File: src/rtl/ctrl_write_decoder.sv
module ctrl_write_decoder #(
  parameter int          AW       = 16,
  parameter int          DW       = 32,
  parameter logic [15:0] REG_BASE = 16'hF000,
  parameter logic [15:0] GATE_LO  = 16'hF000,
  parameter logic [15:0] GATE_HI  = 16'hF004
) (
  input  logic          clk,
  input  logic          rst_n,
  input  logic [6:0]    dev_addr,
  input  logic          pll_locked,
  input  logic          frame_start,
  input  logic          frame_end,
  input  logic          byte_valid,
  input  logic [7:0]    byte_data,
  input  logic          tx_req,
  input  logic [DW-1:0] rd_data,
  output logic [7:0]    tx_byte,
  output logic          wr_stb,
  output logic          rd_stb,
  output logic [AW-1:0] mem_addr,
  output logic          mem_wide,
  output logic [DW-1:0] wr_data
);
  localparam int HALF = DW / 2;

  typedef enum logic [2:0] {S_IDLE, S_DEV, S_SUBH, S_SUBL, S_DATA, S_SKIP} phase_t;

  phase_t        phase;
  logic          rw;
  logic [AW-1:0] addr;
  logic [DW-1:0] acc, shreg;
  logic [1:0]    bcnt;
  logic          fetch, load, rd_ok;

  function automatic logic allow(input logic [AW-1:0] a, input logic lk);
    return lk || (a >= GATE_LO && a <= GATE_HI);
  endfunction

  wire          cur_wide = addr < REG_BASE;
  wire [1:0]    last_idx = cur_wide ? 2'd3 : 2'd1;
  wire [DW-1:0] nacc     = {acc[DW-9:0], byte_data};

  assign mem_wide = mem_addr < REG_BASE;
  assign tx_byte  = shreg[DW-1 -: 8];

  always_ff @(posedge clk or negedge rst_n) begin
    if (!rst_n) begin
      phase    <= S_IDLE;
      rw       <= 1'b0;
      addr     <= '0;
      acc      <= '0;
      shreg    <= '0;
      bcnt     <= '0;
      fetch    <= 1'b0;
      load     <= 1'b0;
      rd_ok    <= 1'b0;
      wr_stb   <= 1'b0;
      rd_stb   <= 1'b0;
      mem_addr <= '0;
      wr_data  <= '0;
    end else begin
      wr_stb <= 1'b0;
      rd_stb <= 1'b0;

      if (fetch) begin
        rd_stb   <= allow(addr, pll_locked);
        rd_ok    <= allow(addr, pll_locked);
        mem_addr <= addr;
        fetch    <= 1'b0;
        load     <= 1'b1;
      end

      if (load) begin
        load <= 1'b0;
        bcnt <= '0;
        if (!rd_ok)        shreg <= '0;
        else if (mem_wide) shreg <= rd_data;
        else               shreg <= {rd_data[HALF-1:0], {HALF{1'b0}}};
      end

      if (byte_valid) begin
        case (phase)
          S_DEV: begin
            if (byte_data[7:1] == dev_addr) begin
              rw    <= byte_data[0];
              phase <= S_SUBH;
            end else begin
              phase <= S_SKIP;
            end
          end
          S_SUBH: begin
            addr[AW-1:8] <= byte_data;
            phase        <= S_SUBL;
          end
          S_SUBL: begin
            addr[7:0] <= byte_data;
            phase     <= S_DATA;
            bcnt      <= '0;
            acc       <= '0;
            if (rw) fetch <= 1'b1;
          end
          S_DATA: begin
            if (!rw) begin
              if (bcnt == last_idx) begin
                wr_stb   <= allow(addr, pll_locked);
                wr_data  <= cur_wide ? nacc : {{HALF{1'b0}}, nacc[HALF-1:0]};
                mem_addr <= addr;
                addr     <= addr + 1'b1;
                bcnt     <= '0;
                acc      <= '0;
              end else begin
                acc  <= nacc;
                bcnt <= bcnt + 1'b1;
              end
            end
          end
          default: ;
        endcase
      end

      if (tx_req && phase == S_DATA && rw && !fetch && !load) begin
        shreg <= {shreg[DW-9:0], 8'h00};
        if (bcnt == last_idx) begin
          bcnt  <= '0;
          addr  <= addr + 1'b1;
          fetch <= 1'b1;
        end else begin
          bcnt <= bcnt + 1'b1;
        end
      end

      if (frame_end) begin
        phase <= S_IDLE;
        bcnt  <= '0;
        acc   <= '0;
        load  <= 1'b0;
        shreg <= '0;
      end

      if (frame_start) begin
        phase <= S_DEV;
        bcnt  <= '0;
        acc   <= '0;
        fetch <= 1'b0;
        load  <= 1'b0;
        shreg <= '0;
      end
    end
  end

  p_excl_strobes_r9: assert property (@(posedge clk) disable iff (!rst_n)
    $onehot0({wr_stb, rd_stb}));

  p_wr_pulse_r9: assert property (@(posedge clk) disable iff (!rst_n)
    wr_stb |=> !wr_stb);

  p_rd_pulse_r9: assert property (@(posedge clk) disable iff (!rst_n)
    rd_stb |=> !rd_stb);

  p_gate_wr_r6: assert property (@(posedge clk) disable iff (!rst_n)
    (wr_stb && !$past(pll_locked)) |-> (mem_addr >= GATE_LO && mem_addr <= GATE_HI));

  p_gate_rd_r6: assert property (@(posedge clk) disable iff (!rst_n)
    (rd_stb && !$past(pll_locked)) |-> (mem_addr >= GATE_LO && mem_addr <= GATE_HI));

  p_step_r4: assert property (@(posedge clk) disable iff (!rst_n)
    wr_stb |-> (addr == mem_addr + 1'b1));

  p_narrow_upper_r3: assert property (@(posedge clk) disable iff (!rst_n)
    (wr_stb && !mem_wide) |-> (wr_data[DW-1:HALF] == '0));
endmodule

File: config.mk
export PLATFORM = sky130hd
export DESIGN_NAME = ctrl_write_decoder
export DESIGN_NICKNAME = d
export VERILOG_FILES = /design/src/rtl/ctrl_write_decoder.sv
export SDC_FILE = /design/constraint.sdc
export NUM_CORES = 1
export LEC_CHECK = 0
export BUFFER_PORTS_ARGS = -buffer_cell sky130_fd_sc_hd__buf_2
export CAP_MARGIN = 20
export CORE_ASPECT_RATIO = 0.6
export CORE_UTILIZATION = 40
export DETAILED_ROUTE_END_ITERATION = 8
export GPL_TIMING_DRIVEN = 0
export PLACE_DENSITY = 0.67
export SLEW_MARGIN = 20
export SYNTH_ARGS = -nofsm -noshare
export SYNTH_HDL_FRONTEND = slang
export SYNTH_SLANG_ARGS = --single-unit
File: constraint.sdc
create_clock -name clk -period 2.3 [get_ports clk]
set_clock_uncertainty 0.1 [all_clocks]
set_input_delay 0.23 -clock clk [delete_from_list [all_inputs] [get_ports clk]]
set_output_delay 0.23 -clock clk [all_outputs]
set_load 0.1 [all_outputs]
* Word level (Yosys, flattened, before mapping)
Cells that the tools add are included.
** Cells by class
- Equal/unequal tests :: 7
- Reduce and logical (&&, ||, !) cells :: 16
- Bitwise operators :: 1
- Mux-type cells :: 54
- Order comparisons :: 4
- Add/sub/neg operators :: 2
** Operators with widths (count)
- 2-to-1 mux 32 bit :: 7
- 2-to-1 mux 16 bit :: 10
- 2-to-1 mux 24 bit :: 5
- case mux 24 bit (2 select lines) :: 1
- < comparator 16 bit (second input constant) :: 2
- case mux 8 bit (2 select lines) :: 2
- adder 16 x 1 -> 16 bit (second input constant) :: 1
- >= comparator 16 bit (second input constant) :: 1
- less-or-equal comparator 16 bit (second input constant) :: 1
- 2-to-1 mux 2 bit :: 8
- 2-to-1 mux 1 bit :: 15
- 2-to-1 mux 3 bit :: 4
- case mux 3 bit (3 select lines) :: 1
- nonzero test 4 bit :: 2
- equality test 7 bit :: 1
- equality test 3 x 2 -> 1 bit (second input constant) :: 2
- AND reduction 3 bit :: 2
- logical AND 1 bit :: 5
- nonzero test 5 bit :: 1
- != test 4 bit (second input constant) :: 1
- case mux 2 bit (2 select lines) :: 1
- AND reduction 4 bit :: 1
- equality test 3 x 1 -> 1 bit (second input constant) :: 1
- equality test 3 bit (second input constant) :: 1
- 7 further kinds :: 8
** Word-level totals
- Input port bits :: 54
- Logic and storage cells :: 97
- Register bits :: 131
- Output and inout bits :: 59

* Logic depth before layout (Yosys ltp)
- Word-level depth :: 10
- Mapped depth :: 9
- Mapped depth without buffers :: 7

* Least setup slack after synthesis
Ideal clock, no wire load.
- Path kind :: register -> register
- Start :: register mem_addr[14]
- End :: register shreg[23]
- Data arrival time :: 2.407 ns
- Slack :: -0.339 ns
- Buffers on the path :: 2
- Clock period less this slack :: 2.639 ns
- Cell stages (with the launch flop) :: 7
- Required time :: 2.068 ns
- Setup time :: 0.132 ns
- Cells stage by stage :: dfrtp_1 nand4_1 clkbuf_1 buf_2 mux2i_1 o22a_1 nor2_1
** On the way
- Longest elaborated chain between the ends :: 7
** RTL lines
- start, declared :: line 21 : output logic [AW-1:0] mem_addr,
- start signal, assigned :: line 69 : mem_addr <= addr;
- start signal, assigned :: line 108 : mem_addr <= addr;
- < comparator 16 bit :: line 44 : assign mem_wide = mem_addr < REG_BASE;
- named net mem_wide :: line 22 : output logic mem_wide,
- 2-to-1 mux 32 bit :: line 78 : else if (mem_wide) shreg <= rd_data;
- 2-to-1 mux 32 bit :: line 77 : if (!rd_ok) shreg <= '0;
- 2-to-1 mux 32 bit :: line 74 : if (load) begin
- 2-to-1 mux 32 bit :: line 122 : if (tx_req && phase == S_DATA && rw && !fetch && !load) begin
- 2-to-1 mux 32 bit :: line 133 : if (frame_end) begin
- 2-to-1 mux 32 bit :: line 141 : if (frame_start) begin
- end signal, assigned :: line 78
- end signal, assigned :: line 79 : else shreg <= {rd_data[HALF-1:0], {HALF{1'b0}}};
- end signal, assigned :: line 123 : shreg <= {shreg[DW-9:0], 8'h00};
- end, declared :: line 32 : logic [DW-1:0] acc, shreg;
The timed path passes the listed nets, and every way through them passes these cells. The select of a mux whose other input is x is not followed.
A chain may end at the register's enable or synchronous reset.

* Worst setup path after layout
- Start :: register phase[0]
- End :: register addr[6]
** On the way
- Longest elaborated chain between the ends :: 6
- Elaborated cells between the ends (all ways) :: 10
- Those cells by class :: eq/ne: 2; mux: 4; reduce/logical: 4
** RTL lines
- start, declared :: line 29 : phase_t phase;
- start signal, assigned :: line 49 : phase <= S_IDLE;
- start signal, assigned :: line 87 : phase <= S_SUBH;
- start signal, assigned :: line 89 : phase <= S_SKIP;
- branches (longest 5 deep; another with 2-to-1 mux 16 bit)
- 2-to-1 mux 16 bit (*) :: line 122
- end signal, assigned :: line 97 : addr[7:0] <= byte_data;
- end signal, assigned :: line 109 : addr <= addr + 1'b1;
- end signal, assigned :: line 126 : addr <= addr + 1'b1;
- end, declared :: line 31 : logic [AW-1:0] addr;
Mark *: on every way between the ends.

==> impl_metrics.toml <==
[placed_design]
io_buffers = 112
dp_slack_ns = -0.2838
dpl_cell_area_sq_um = 6900
gp_congestion = 0.9002
hpwl_um = 11540

[worst_setup_path]
crit_path_cell_trace = "or3b_4 > nor3b_4 > o21a_1 > buf_6 > mux2_4 > a221o_1"
crit_family = "simple AND/OR/NAND/NOR gates"
slowest_delay_ns = 0.46
worstPathArrival_ns = 2.46
critPathSlowestCell = "or3b_4"
reg2regPathDepth = 6
critPathRequiredTime_ns = 2.49
cp-start-kind = "flip-flop"
endpoint_kind = "flip-flop"
criticalPathCategory = "flip-flop to flip-flop"
worstReg2RegStart = "phase[0]"
r2r-end = "addr[6]"
path_buf_inv = 1
path_max_fanout = 6
rrSetupSlack_ns = 0.03

[worst_hold_path]
min_to = "shreg[12]"
hp-start = "rd_data[12]"
hold_depth = 3
hold_class = "input port to flip-flop"

[finish]
nFillCells = 1236
drive_gt1_share_pct = 31.97
fin_nets = 750
antennaDiodeCount = 0
post-route-cell-area_sq_um = 7839
multi_input_area_sq_um = 2539
area_growth_pct = 30.14
seqCellArea_sq_um = 3286
postLayoutCoreUtil_pct = 53.72

[floorplan]
core-area_sq_um = 14590
die_y_um = 97.05
io_pins = 113
dieArea_sq_um = 15570
fp.dieW_um = 160.4
row_count = 34
start_util_pct = 41.28

[global_routing]
grt-ovfl-total = 0
track_usage_pct = 22.12
grt_antenna_before_repair = 0
grt_pass1_vias = 5050
grt_max_degree = 87
grt_pass1_wl_um = 26690

[clock_tree]
cts.sinks = 131
path_clk_slew_ns = 0.06
worstSkewPairLatency_ns = 0.42
cts_root_buf = "clkbuf_16"
h-tree-depth = 4
clock_path_buffers = 2
cts_tree = "yes"
cts_made_buffers = 17

[drt]
first_pass_iters = 5
drt-initial-drc-count = 349
drc_errors = 0
routed_wl_um = 16530
drtAntennaViolNets = 0
routedWlPerCell_um = 18.27
via_per_inst = 5.464
vias = 4945

[timing]
relSlewSlack_pct = 53.80
setup_ws_ns = 0.03065
fin_crit_sh_pct = 98.67
setup_tns_ns = 0
tightest_slew_ns = 0.6904
drv_slew = 0
fin_crit_ns = 2.269
hold_viol = 0
rsz0062_at_grt = "yes"
max_freq_ghz = 0.4407
setup_viol = 0

[power]
p_leak_nw = 3.917
power.total_mw = 5.488
max-vdd-ir-drop_v = 0.0004160
cellPowerDensity_nw_per_um2 = 700.1

[run_status]
status = "finished clean"

[synthesis]
synth_xor_area_share_pct = 1.018
synth_area_sq_um = 6023
synthMuxAreaShare_pct = 13.42
synth_compound_area_share_pct = 15.21
synth_fp_nets = 593
synth_cells = 537
ys_types = 53
synth_top_family_by_area = "compound AO/OA/AOI/OAI gates"
synth_fa_ha_area_share_pct = 0.4155
postSynthAreaPerCell_sq_um = 11.22
synth_seq_area_share_pct = 54.42
yosys.area_share.simple_pct = 10.88
synthArstFlopShare_pct = 100.0
synth_edf_count = 0
ys.flop_type = "dfrtp_1"
yosysWarnings = 0
ys_ff_latch = 131

[flow_run]
cap_violations = 0
cell type report:
type,count,area share (%)
buffer,36,2.618
clock buffer,20,5.954
clock inverter,12,2.283
inverter,15,0.7183
multi-input combinational,351,32.39
sequential,131,41.92
tap,198,3.160
timing repair buffer,142,10.97
flip-flops by register name, summed over array words and instances (netlist names):
signal and count:
fetch 1, rd_ok 1, shreg 32, addr 16, acc 24, load 1, wr_data 32, rd_stb 1
wr_stb 1, phase 3, mem_addr 16, bcnt 2, rw 1
cell usage after synthesis, types with 2 or more instances:
| cell | n | area share, % |
|---|---|---|
| ha_1 | 2 | 0.42 |
| or3_1 | 3 | 0.31 |
| nand2_1 | 63 | 3.9 |
| inv_1 | 15 | 0.93 |
| nor3_4 | 2 | 0.54 |
| a22o_1 | 32 | 4.7 |
| mux2_2 | 30 | 5.6 |
| xor2_1 | 4 | 0.58 |
| o211ai_1 | 3 | 0.37 |
| xnor2_1 | 3 | 0.44 |
| o21ai_1 | 3 | 0.25 |
| a21oi_1 | 7 | 0.58 |
| and3_1 | 2 | 0.21 |
| a31oi_1 | 2 | 0.21 |
| buf_2 | 7 | 0.58 |
| o21a_1 | 2 | 0.25 |
| a221oi_1 | 2 | 0.29 |
| o22a_1 | 8 | 1.2 |
| nor4_1 | 2 | 0.21 |
| a2bb2oi_1 | 8 | 1.2 |
| nor2b_1 | 3 | 0.31 |
| o22ai_1 | 9 | 0.93 |
| clkbuf_1 | 19 | 1.2 |
| and4_1 | 3 | 0.44 |
| a221o_1 | 3 | 0.50 |
| buf_4 | 10 | 1.2 |
| and2_1 | 3 | 0.31 |
| nand3_1 | 8 | 0.66 |
| or3b_1 | 2 | 0.29 |
| nor2_1 | 34 | 2.1 |
| a21o_1 | 2 | 0.25 |
| a41oi_1 | 2 | 0.29 |
| nor3_1 | 5 | 0.42 |
| nand4_1 | 5 | 0.52 |
| buf_6 | 2 | 0.37 |
| o21ai_0 | 30 | 2.5 |
| mux2i_1 | 47 | 7.8 |
| a32oi_1 | 3 | 0.44 |
| a22oi_1 | 2 | 0.25 |
| dfrtp_1 | 131 | 54 |
| a311oi_1 | 2 | 0.29 |
worst reg2reg max path: stages, from the launching register on:
cell and delay, ns:
dfrtp_2 0.41, or3b_4 0.46, nor3b_4 0.29, o21a_1 0.16, buf_6 0.13, mux2_4 0.30, a221o_1 0.29
power breakdown:
part	leakage, nW	switching [mW]	internal, mW	total, mW
Combinational	1.83	0.142	0.0884	0.230
Clock	0.308	1.03	1.90	2.93
Sequential	1.78	0.0119	2.31	2.33
Total	3.92	1.19	4.30	5.49
cell families (layout without fill, tap and decap cells):
family	Yosys count	count (layout)
simple gates	139	139
flops	131	131
compound gates	126	126
mux	77	77
buf+inv	55	225
xor+xnor	7	7
fa+ha+maj	2	2
worst max-delay path by stage:
stage	slack, ns	end	cells past startpoint	startpoint
floorplan	0.01	addr[7]	8	phase[1]
global placement	-1.0	mem_addr[15]	1	rst_n
detailed placement	-0.28	shreg[0]	7	mem_addr[14]
CTS	-0.01	addr[7]	7	phase[1]
global route	-0.06	addr[7]	6	phase[0]
finish	0.03	addr[6]	6	phase[0]
through the flow:
stage	hold slack (ns)	std cells
finish	0.003962	905
global route	0.02305	905
CTS	0.001049	906
detailed placement	0.05103	848
global placement	0.3592	847
floorplan	-0.1656	537
layer usage:
layer  routed length, um  GRT usage, %
met4                 232         7.912
met1                8047         32.50
met3                1176         5.719
met5                   0             0
met2                7074         31.27
cell usage in the layout, fill, tap and decap left out, types with 3 or more instances in the layout:
cell	count
clkinv_4	3
buf_2	114
nor3_1	5
a21oi_1	5
mux2_4	4
o211ai_1	3
a221o_1	3
mux2i_1	46
inv_1	15
clkinvlp_4	3
mux2_2	26
o22ai_1	9
buf_6	3
o22a_1	8
nor2_1	34
xor2_1	4
nand4_1	5
clkbuf_16	17
dfrtp_1	125
bufinv_16	4
clkbuf_1	15
a2bb2oi_1	8
or3_1	3
xnor2_1	3
nand2_1	63
and2_1	3
dlygate4sd3_1	16
clkbuf_8	3
buf_4	23
dfrtp_2	6
a32oi_1	3
o21ai_0	30
nor2b_1	3
a22o_1	32
nand3_1	8
timing repair:
action                                  4_1_cts  5_1_grt
endpoints found under the setup margin       93       64
setup buffers                                12        1
pin swaps                                     6        5
cloned                                        0        0
hold buffers                                 16        0
resized for setup                             9       16
endpoints found under the hold margin        60        0
(Power assumes the default switching activity.)
